## src/rtl/vadj_pkg.sv

```systemverilog
package vadj_pkg;

    localparam int BYTE_W = 8;
    localparam int IDX_W  = 7;

    localparam int CON_W  = 6;
    localparam int BRI_W  = 6;
    localparam int OSD_W  = 4;
    localparam int GAIN_W = 6;
    localparam int VREF_W = 8;
    localparam int CTL_W  = 6;

    localparam int CTL_POL_BIT = 3;

    localparam int IDX_CON   = 0;
    localparam int IDX_BRI   = 1;
    localparam int IDX_OSD   = 2;
    localparam int IDX_GAIN0 = 3;

    typedef enum logic [1:0] {
        XS_IDLE,
        XS_SUB,
        XS_DATA,
        XS_REJ
    } xact_e;

    typedef struct packed {
        logic [IDX_W-1:0]  idx;
        logic [BYTE_W-1:0] val;
    } wr_t;

    function automatic int idx_vref0(input int nch);
        return IDX_GAIN0 + nch;
    endfunction

    function automatic int idx_ctl(input int nch);
        return IDX_GAIN0 + 2 * nch;
    endfunction

    function automatic int num_regs(input int nch);
        return idx_ctl(nch) + 1;
    endfunction

    function automatic int reg_width(input int i, input int nch);
        if (i == IDX_CON)             return CON_W;
        else if (i == IDX_BRI)        return BRI_W;
        else if (i == IDX_OSD)        return OSD_W;
        else if (i < idx_vref0(nch))  return GAIN_W;
        else if (i < idx_ctl(nch))    return VREF_W;
        else                          return CTL_W;
    endfunction

    function automatic logic [BYTE_W-1:0] reg_reset(input int i, input int nch);
        if (i == idx_ctl(nch)) return BYTE_W'(1 << CTL_POL_BIT);
        else                   return '0;
    endfunction

endpackage

```

## src/rtl/vadj_vb_edge.sv

```systemverilog
module vadj_vb_edge #(
    parameter int STAGES = 2
) (
    input  logic clk,
    input  logic rst,
    input  logic async_i,
    output logic rise_o
);
    logic [STAGES:0] sh_q;

    always_ff @(posedge clk) begin
        if (rst) sh_q <= '0;
        else     sh_q <= {sh_q[STAGES-1:0], async_i};
    end

    assign rise_o = sh_q[STAGES-1] & ~sh_q[STAGES];
endmodule

```

## src/rtl/vadj_xact.sv

```systemverilog
module vadj_xact
    import vadj_pkg::*;
#(
    parameter int NREG = 10
) (
    input  logic              clk,
    input  logic              rst,
    input  logic              ev_start_i,
    input  logic              ev_stop_i,
    input  logic              ev_byte_i,
    input  logic [BYTE_W-1:0] ev_data_i,
    input  logic              vb_rise_i,
    output logic              ack_v_o,
    output logic              ack_ok_o,
    output logic              stage_we_o,
    output logic              stage_clr_o,
    output wr_t               stage_o,
    output logic              commit_dir_o,
    output logic              commit_buf_o,
    output wr_t               hold_o,
    output logic              pend_o
);
    localparam logic [IDX_W-1:0] LIMIT = IDX_W'(NREG);

    xact_e            st_q;
    logic             is_buf_q, have_q, pend_q;
    logic [IDX_W-1:0] ptr_q;
    wr_t              hold_q;
    logic             ack_v_q, ack_ok_q;

    logic go_start, go_stop, go_byte, accept, in_data;

    assign go_start = ev_start_i;
    assign go_stop  = ev_stop_i & ~ev_start_i;
    assign go_byte  = ev_byte_i & ~ev_start_i & ~ev_stop_i;
    assign in_data  = (st_q == XS_DATA);

    always_comb begin
        case (st_q)
            XS_SUB:  accept = (ev_data_i[IDX_W-1:0] < LIMIT);
            XS_DATA: accept = is_buf_q ? ~have_q : (ptr_q < LIMIT);
            default: accept = 1'b0;
        endcase
        accept = accept & go_byte;
    end

    assign stage_we_o   = accept & in_data & ~is_buf_q;
    assign stage_clr_o  = go_start;
    assign stage_o      = '{idx: ptr_q, val: ev_data_i};
    assign commit_dir_o = go_stop & in_data & ~is_buf_q;
    assign commit_buf_o = pend_q & vb_rise_i;
    assign hold_o       = hold_q;
    assign pend_o       = pend_q;
    assign ack_v_o      = ack_v_q;
    assign ack_ok_o     = ack_ok_q;

    always_ff @(posedge clk) begin
        if (rst) begin
            st_q     <= XS_IDLE;
            is_buf_q <= 1'b0;
            have_q   <= 1'b0;
            pend_q   <= 1'b0;
            ptr_q    <= '0;
            hold_q   <= '0;
            ack_v_q  <= 1'b0;
            ack_ok_q <= 1'b0;
        end else begin
            ack_v_q  <= go_byte;
            ack_ok_q <= accept;
            if (commit_buf_o) pend_q <= 1'b0;
            if (go_start) begin
                st_q   <= pend_q ? XS_REJ : XS_SUB;
                have_q <= 1'b0;
            end else if (go_stop) begin
                if (in_data && is_buf_q && have_q) pend_q <= 1'b1;
                st_q <= XS_IDLE;
            end else if (go_byte) begin
                if (st_q == XS_SUB) begin
                    if (accept) begin
                        st_q     <= XS_DATA;
                        is_buf_q <= ev_data_i[BYTE_W-1];
                        ptr_q    <= ev_data_i[IDX_W-1:0];
                    end else begin
                        st_q <= XS_REJ;
                    end
                end else if (in_data && accept) begin
                    if (is_buf_q) begin
                        have_q <= 1'b1;
                        hold_q <= '{idx: ptr_q, val: ev_data_i};
                    end else begin
                        ptr_q <= ptr_q + 1'b1;
                    end
                end
            end
        end
    end
endmodule

```

## src/rtl/vadj_regfile.sv

```systemverilog
module vadj_regfile
    import vadj_pkg::*;
#(
    parameter int NCH  = 3,
    parameter int NREG = 10
) (
    input  logic                   clk,
    input  logic                   rst,
    input  logic                   stage_we_i,
    input  logic                   stage_clr_i,
    input  wr_t                    stage_i,
    input  logic                   commit_dir_i,
    input  logic                   commit_buf_i,
    input  wr_t                    hold_i,
    output logic [NREG*BYTE_W-1:0] live_o
);
    for (genvar i = 0; i < NREG; i++) begin : g_reg
        localparam int               W   = reg_width(i, NCH);
        localparam logic [BYTE_W-1:0] MSK = BYTE_W'((1 << W) - 1);
        localparam logic [BYTE_W-1:0] RST = reg_reset(i, NCH);
        localparam logic [IDX_W-1:0]  ME  = IDX_W'(i);

        logic [BYTE_W-1:0] shd_q, live_q;
        logic              dirty_q;

        always_ff @(posedge clk) begin
            if (rst) begin
                shd_q   <= '0;
                dirty_q <= 1'b0;
                live_q  <= RST;
            end else begin
                if (stage_clr_i) begin
                    dirty_q <= 1'b0;
                end else if (stage_we_i && stage_i.idx == ME) begin
                    shd_q   <= stage_i.val & MSK;
                    dirty_q <= 1'b1;
                end
                if (commit_dir_i && dirty_q)
                    live_q <= shd_q;
                else if (commit_buf_i && hold_i.idx == ME)
                    live_q <= hold_i.val & MSK;
            end
        end

        assign live_o[i*BYTE_W +: BYTE_W] = live_q;
    end
endmodule

```

## src/rtl/vadj_regbank.sv

```systemverilog
module vadj_regbank
    import vadj_pkg::*;
#(
    parameter int NCH         = 3,
    parameter int SYNC_STAGES = 2
) (
    input  logic                  clk,
    input  logic                  rst,
    input  logic                  vblank_i,
    input  logic                  ev_start_i,
    input  logic                  ev_stop_i,
    input  logic                  ev_byte_i,
    input  logic [BYTE_W-1:0]     ev_data_i,
    output logic                  ack_valid_o,
    output logic                  ack_ok_o,
    output logic [CON_W-1:0]      contrast_o,
    output logic [BRI_W-1:0]      brightness_o,
    output logic [OSD_W-1:0]      osd_con_o,
    output logic [NCH*GAIN_W-1:0] gain_o,
    output logic [NCH*VREF_W-1:0] vref_o,
    output logic [CTL_W-1:0]      ctl_o
);
    localparam int NREG   = num_regs(NCH);
    localparam int I_VREF = idx_vref0(NCH);
    localparam int I_CTL  = idx_ctl(NCH);

    logic                   vb_rise_w, pend_w;
    logic                   stage_we_w, stage_clr_w, commit_dir_w, commit_buf_w;
    wr_t                    stage_w, hold_w;
    logic [NREG*BYTE_W-1:0] live_w;

    vadj_vb_edge #(.STAGES(SYNC_STAGES)) u_vb (
        .clk     (clk),
        .rst     (rst),
        .async_i (vblank_i),
        .rise_o  (vb_rise_w)
    );

    vadj_xact #(.NREG(NREG)) u_xact (
        .clk          (clk),
        .rst          (rst),
        .ev_start_i   (ev_start_i),
        .ev_stop_i    (ev_stop_i),
        .ev_byte_i    (ev_byte_i),
        .ev_data_i    (ev_data_i),
        .vb_rise_i    (vb_rise_w),
        .ack_v_o      (ack_valid_o),
        .ack_ok_o     (ack_ok_o),
        .stage_we_o   (stage_we_w),
        .stage_clr_o  (stage_clr_w),
        .stage_o      (stage_w),
        .commit_dir_o (commit_dir_w),
        .commit_buf_o (commit_buf_w),
        .hold_o       (hold_w),
        .pend_o       (pend_w)
    );

    vadj_regfile #(.NCH(NCH), .NREG(NREG)) u_rf (
        .clk          (clk),
        .rst          (rst),
        .stage_we_i   (stage_we_w),
        .stage_clr_i  (stage_clr_w),
        .stage_i      (stage_w),
        .commit_dir_i (commit_dir_w),
        .commit_buf_i (commit_buf_w),
        .hold_i       (hold_w),
        .live_o       (live_w)
    );

    assign contrast_o   = live_w[IDX_CON*BYTE_W +: CON_W];
    assign brightness_o = live_w[IDX_BRI*BYTE_W +: BRI_W];
    assign osd_con_o    = live_w[IDX_OSD*BYTE_W +: OSD_W];
    assign ctl_o        = live_w[I_CTL*BYTE_W +: CTL_W];

    for (genvar c = 0; c < NCH; c++) begin : g_ch
        assign gain_o[c*GAIN_W +: GAIN_W] = live_w[(IDX_GAIN0 + c)*BYTE_W +: GAIN_W];
        assign vref_o[c*VREF_W +: VREF_W] = live_w[(I_VREF + c)*BYTE_W +: VREF_W];
    end
endmodule

```

## config.mk

```make
export PLATFORM = sky130hd
export DESIGN_NAME = vadj_regbank
export DESIGN_NICKNAME = d
export VERILOG_FILES = /design/src/rtl/vadj_pkg.sv /design/src/rtl/vadj_vb_edge.sv /design/src/rtl/vadj_xact.sv /design/src/rtl/vadj_regfile.sv /design/src/rtl/vadj_regbank.sv
export SDC_FILE = /design/constraint.sdc
export NUM_CORES = 1
export LEC_CHECK = 0
export BUFFER_PORTS_ARGS = -buffer_cell sky130_fd_sc_hd__buf_2
export CORE_MARGIN = 1
export CORE_UTILIZATION = 49
export CTS_BUF_LIST = sky130_fd_sc_hd__clkbuf_8
export DETAILED_ROUTE_END_ITERATION = 8
export PLACE_DENSITY = 0.69
export SETUP_SLACK_MARGIN = 0.3
export SKIP_CTS_REPAIR_TIMING = 1
export SYNTH_ARGS = -nofsm -noshare
export SYNTH_HDL_FRONTEND = slang
export SYNTH_SLANG_ARGS = --single-unit
```

## constraint.sdc

```tcl
create_clock -name clk -period 3.7 [get_ports clk]
set_clock_uncertainty 0.05 [all_clocks]
set_input_delay 0 -clock clk [delete_from_list [all_inputs] [get_ports clk]]
set_output_delay 0 -clock clk [all_outputs]
set_load 0.05 [all_outputs]
```

==> run summary, run 1 <==
status: finished, final reports clean
NumNets Final: 818
Req. time, crit path: 4.05 ns
Distinct cells, synth: 43
mean number of vias per cell: 5.76
Avg Inst Size Synth: 9.65 sq um
post-DR wirelength/cell: 18.4 um
share of layout cells above drive strength 1: 15.6%
worst min path class: in2reg
first-pass GRT wire length: 27.9 mm
flop2flop setup slack: 0.75 ns
max-slew violations: 0
most frequent cell after synthesis: dfxtp_1
gp weighted congestion: 0.955
sequential area share after synthesis: 47.6%
Rows: 43
Critical path origin: u_xact.st_q[1]
#FFs+latches synth: 170
initial core utilization: 50.9%
Post-Syn Instances: 741
top cells by area, synth: dfxtp_1 48%, mux2i_1 19%, a211oi_1 6.7%, nor2_1 5.8%, nand2_1 3.4%
Crit Path Max Fanout: 14
Synth area leader: dfxtp_1
Leak: 0.00395 uW
Placed Cells: 944
Critical path buffers and inverters: 2
number of synthesized flops with an enable pin: 0
cells along the critical path: inv_1, ha_1, nor4b_1, a22oi_1, a211oi_2, o41ai_1, dlygate4sd3_1
port bufs: 79
clk_lat worst skew: 0.45 ns
Achievable Freq: 339 MHz
synthesized-area fraction occupied by adder cells: 1.05%
CP top delay family: compound AO/OA/AOI/OAI gates
Vias: 5695
die area: 15100 sq um
largest family of logic cells by synthesized area: multiplexers
Synth Net Count: 761
initial drt markers: 602
CTS Sinks: 170
largest stage delay on the critical path: 0.64 ns
H-tree Lvls: 4
Post-Syn Area: 7150 sq um
Slew Limit Headroom: 45.5%
reg2reg start: u_xact.st_q[1]
Die Y: 123 um
Critical Path AT: 3.30 ns
Final Hold Fails: 0
Power per Cell Area: 416 nW/um^2
Hold Path Origin: ev_byte_i
Compound-Gate Fraction of Synth Area: 11.4%
Core Region: 14000 sq um
FFs w/ async S/R, synth: 0%
drc violations: 0
CTS buffer count: 17
CTS tree: built
Commonest cells post-synth: 170 x dfxtp_1, 138 x mux2i_1, 110 x nor2_1
CP endpoint kind: register
Area growth syn-to-layout: 14.2%
Tcrit/Tclk final: 79.7%
mux contribution to synthesized area: 19.5%
total track usage: 24.9%
Setup TNS Final: 0 ns
Crit-path slowest cell: a22oi_1
unrepaired setup endpoints after global routing: no
ys flop type: dfxtp_1
antenna violations before repair: 0
Total Wirelength: 18.2 mm
Hold EP: u_xact.ack_v_o
root buf cell: clkbuf_8
Max VDD drop: 220 uV
detailed-router iteration count before antenna repair: 7
R2R cell count: 7
total gr overflow: 0
Synth Area in XOR/XNOR: 0%
min Tclk post-route: 2.95 ns
hold path depth: 3
max_cap viols: 0
largest net degree at the start of global routing: 73
Slew @ Worst Pin: 0.814 ns
dpl hpwl: 12.1 mm
antenna-violating nets left: 0
CTS Buffer Depth: 2
reg2reg end: u_xact.st_q[0]
Synth top area share: 47.6%
n_diodes: 0
Setup Viol. Count Final: 0
Ports: 80
Synth Area in Simple Gates: 16.3%
worst setup path category: reg2reg
vias in the first global route: 5179
yosys warns: 0
Die Span X: 123 um
Reg clk slew, reported paths: 0.08 ns
CP Launch Type: register
non-filler cells, final: 989
==> metal layers <==
layer	global-route usage [%]	vias to the layer above	routed length [um]
met1	33.9	2761	8390
li1	-	2734	-
met5	0	-	0
met4	10.8	0	512
met3	4.18	32	1060
met2	38.8	168	8220
==> cells by family after synthesis <==
family	count (synthesis)
compound gates	106
fa+ha+maj	6
buf+inv	77
flops	170
mux	139
simple gates	243
==> metrics by stage <==
step	worst slack (ns)	util (%)	hold WS [ns]	total power, uW	cell area, sq um
after global placement	1.09	53.9	0.174	1970	7570
final	0.752	58.1	0.0625	3390	8160
after detailed placement	0.979	53.9	0.171	1970	7570
after CTS	0.949	57.1	-0.322	3410	8010
after global routing	0.545	58.1	0.0633	3500	8160
after floorplan	1.53	-	0.0527	1940	7150
==> report_power, final <==
part	internal, uW	switching (uW)
Sequential	1830	1.32
Clock	814	634
Combinational	32.9	80.5
Total	2680	716
==> layout by cell type, fill, tap and decap left out, types with 4 or more instances in the layout <==
cell type / count
dfxtp_1: 170
nand2_1: 64
ha_1: 6
nor4b_1: 6
nand4b_1: 7
dlygate4sd3_1: 15
mux2i_1: 138
inv_1: 17
a31o_2: 8
nor2b_1: 10
nor2_1: 110
buf_2: 78
o32ai_1: 4
clkbuf_8: 22
nand4_1: 10
nand2b_1: 7
a21oi_1: 6
bufinv_16: 4
a211oi_1: 64
buf_4: 6
nor4bb_1: 4
a21boi_0: 8
nor4_1: 9
==> state kept, by name (all words and copies together), names as in the netlist, 2 cells and up <==
register	count
u_rf.g.dirty_q	10
u_vb.sh_q	3
u_xact.st_q	2
u_rf.g.shd_q	64
u_xact.hold_o	15
u_xact.ptr_q	7
u_rf.g.live_q	64
==> cell type report <==
| class | count | area (sq um) |
|---|---|---|
| timing repair buffer | 99 | 586 |
| inverter | 16 | 60.1 |
| fill | 1219 | 5880 |
| multi-input combinational | 494 | 3450 |
| clock inverter | 8 | 141 |
| clock buffer | 22 | 303 |
| tap | 180 | 225 |
| sequential | 170 | 3400 |
==> tightest hold or removal path, cell delays in order <==
cell and delay [ns]:
buf_2 0.12, nor3b_2 0.22, and2_1 0.18
==> worst max-delay path by stage <==
stage                                  end  slack (ns)  cells after the start
finish                      u_xact.st_q[0]        0.75                      7
global route                u_xact.st_q[0]        0.54                      6
CTS                  u_rf.g_reg[8].dirty_q        0.95                      6
detailed placement   u_rf.g_reg[8].dirty_q        0.98                      6
global placement    u_rf.g_reg[8].shd_q[2]        1.09                      6
floorplan                 u_xact.hold_o[2]        1.53                      7
Note: power is estimated with default switching activity, not from simulation.
==> inputs of run 2 (changes only) <==
Clock period 3.7 ns to 2.85 ns, I/O delays scaled along.
==> run 2 against run 1 <==
- fmax rose by 25%
- combinational power up 33%
- cell count up 0.71%
- global-route usage increased by 0.32 points
- non-clock buffer count rose by 7
- highest routed layer unchanged
- sequential share of layout area increased by 0.15 points
- largest power group unchanged
==> run summary, run 2 (synthesized netlist as in run 1, its figures left out) <==
Internal: 3180 uW (+19%)
root buf cell: clkbuf_8
commonest non-fill, non-tap cell in the layout: dfxtp_1
combinational share of power: 3.7% (+0.4 points)
port bufs: 79 (unchanged)
Die Span X: 123 um (unchanged)
Req. time, crit path: 3.18 ns (-0.87 ns)
drc violations: 0 (unchanged)
Rows: 43 (unchanged)
NumNets Final: 825 (+0.86%)
antenna-violating nets left: 0 (unchanged)
WP depth: 7 (unchanged)
Max VDD drop: 245 uV (+12%)
clk_lat worst skew: 0.46 ns (about the same)
gp weighted congestion: 0.910 (-4.7%)
Setup TNS Final: 0 ns (unchanged)
Crit Path Max Fanout: 9 (-5)
Critical path buffers and inverters: 2 (unchanged)
CP Launch Type: register
min Tclk post-route: 2.35 ns (-0.596 ns)
most frequent cells in the layout: 170 x dfxtp_1, 138 x mux2i_1, 110 x nor2_1
max_cap viols: 0 (unchanged)
Slew Limit Headroom: 40.0% (-5.5 points)
Leak: 0.00395 uW (about the same)
H-tree Lvls: 4 (unchanged)
vias in the first global route: 5141 (-0.73%)
post-DR wirelength/cell: 18.5 um (+0.72%)
Die Y: 123 um (unchanged)
initial core utilization: 50.9% (unchanged)
Ports: 80 (unchanged)
total track usage: 25.2% (+0.32 points)
CP endpoint kind: register
initial drt markers: 483 (-20%)
max-slew violations: 0 (unchanged)
status: finished, final reports clean
CTS buffer count: 17 (unchanged)
Total Wirelength: 18.4 mm (+1.4%)
share of layout cells above drive strength 1: 16.5% (+0.97 points)
antenna violations before repair: 0 (unchanged)
clock power share: 38.5% (-4.2 points)
CP top delay family: simple AND/OR/NAND/NOR gates
Critical Path AT: 2.69 ns (-0.61 ns)
first-pass GRT wire length: 28.2 mm (+1.1%)
Slew @ Worst Pin: 0.897 ns (+0.0823 ns)
worst setup path category: reg2reg
detailed-router iteration count before antenna repair: 5 (-2)
mean number of vias per cell: 5.72 (-0.70%)
Area growth syn-to-layout: 13.8%
die area: 15100 sq um (unchanged)
Core Region: 14000 sq um (unchanged)
dpl hpwl: 12.3 mm (+1.6%)
Vias: 5695 (unchanged)
Power per Cell Area: 506 nW/um^2 (+22%)
Final Hold Fails: 0 (unchanged)
FILL cells: 1197 (-1.8%)
Tcrit/Tclk final: 82.5% (+2.8 points)
Setup Viol. Count Final: 0 (unchanged)
Achievable Freq: 425 MHz (+25%)
total gr overflow: 0 (unchanged)
R2R cell count: 7 (unchanged)
CTS Buffer Depth: 2 (unchanged)
largest stage delay on the critical path: 0.80 ns (+0.16 ns)
Reg clk slew, reported paths: 0.08 ns (about the same)
switching share of power: 22.6% (+1.5 points)
unrepaired setup endpoints after global routing: yes
hold path depth: 3 (unchanged)
worst min path class: in2reg
cells along the critical path: inv_1, ha_1, nor4b_4, buf_4, nand3b_1, or4_1, a21boi_0
Hold Slack: 0.0329 ns (-0.0295 ns)
CTS tree: built
CTS Sinks: 170 (unchanged)
largest net degree at the start of global routing: 63 (-14%)
net switching power: 930 uW (+30%)
Flop pwr share: 57.8% (+3.8 points)
n_diodes: 0 (unchanged)
Crit-path slowest cell: or4_1
run 2: layout make-up:
cell class	instances	area (sq um)	area share, %
tap	180	225	2.77
inverter	16	60.1	0.738
clock buffer	21	289	3.55
clock inverter	9	73.8	0.908
sequential	170	3400	41.8
timing repair buffer	106	633	7.78
multi-input combinational	494	3450	42.4
run 2: routing by layer:
layer	up-vias	GRT usage (%)	wire length, um
met5	-	0	0
met4	0	12.0	570
met3	45	4.55	849
met2	172	38.8	8360
met1	2731	34.1	8670
li1	2747	-	-
run 2: final timing paths:
kind                        from                     to  slack, ns
hold / removal         ev_byte_i         u_xact.ack_v_o       0.03
setup / recovery  u_xact.st_q[0]  u_rf.g_reg[8].dirty_q       0.50
hold reg to reg     u_vb.sh_q[0]           u_vb.sh_q[1]       0.40
setup reg to reg  u_xact.st_q[0]  u_rf.g_reg[8].dirty_q       0.50
run 2: worst reg2reg max path, delay by kind of cell (launching register included):
| family | cells | cell delay, ns |
|---|---|---|
| buffers and inverters | 2 | 0.25 |
| AO/OA/AOI/OAI | 1 | 0.26 |
| AND/OR/NAND/NOR | 3 | 1.17 |
| adder cells (fa/ha/maj) | 1 | 0.22 |
| flip-flops | 1 | 0.33 |
run 2: metrics by stage:
step / util (%) / setup slack (ns) / power (uW) / cell area (sq um) / cells
finish: 57.9 / 0.498 / 4110 / 8130 / 996
global route: 57.9 / 0.255 / 4250 / 8130 / 996
global placement: 54.2 / 0.483 / 2570 / 7610 / 950
floorplan: - / 0.678 / 2520 / 7150 / 741
CTS: 56.8 / 0.324 / 4120 / 7980 / 980
detailed placement: 54.2 / 0.352 / 2570 / 7610 / 950
run 2: power groups by stage:
stage / Clock, uW / Combinational, uW / Sequential, uW
after floorplan: 0 / 83.6 / 2440
after global placement: 0 / 131 / 2430
after detailed placement: 0 / 134 / 2430
after CTS: 1610 / 134 / 2380
after global routing: 1710 / 160 / 2380
final: 1590 / 150 / 2380
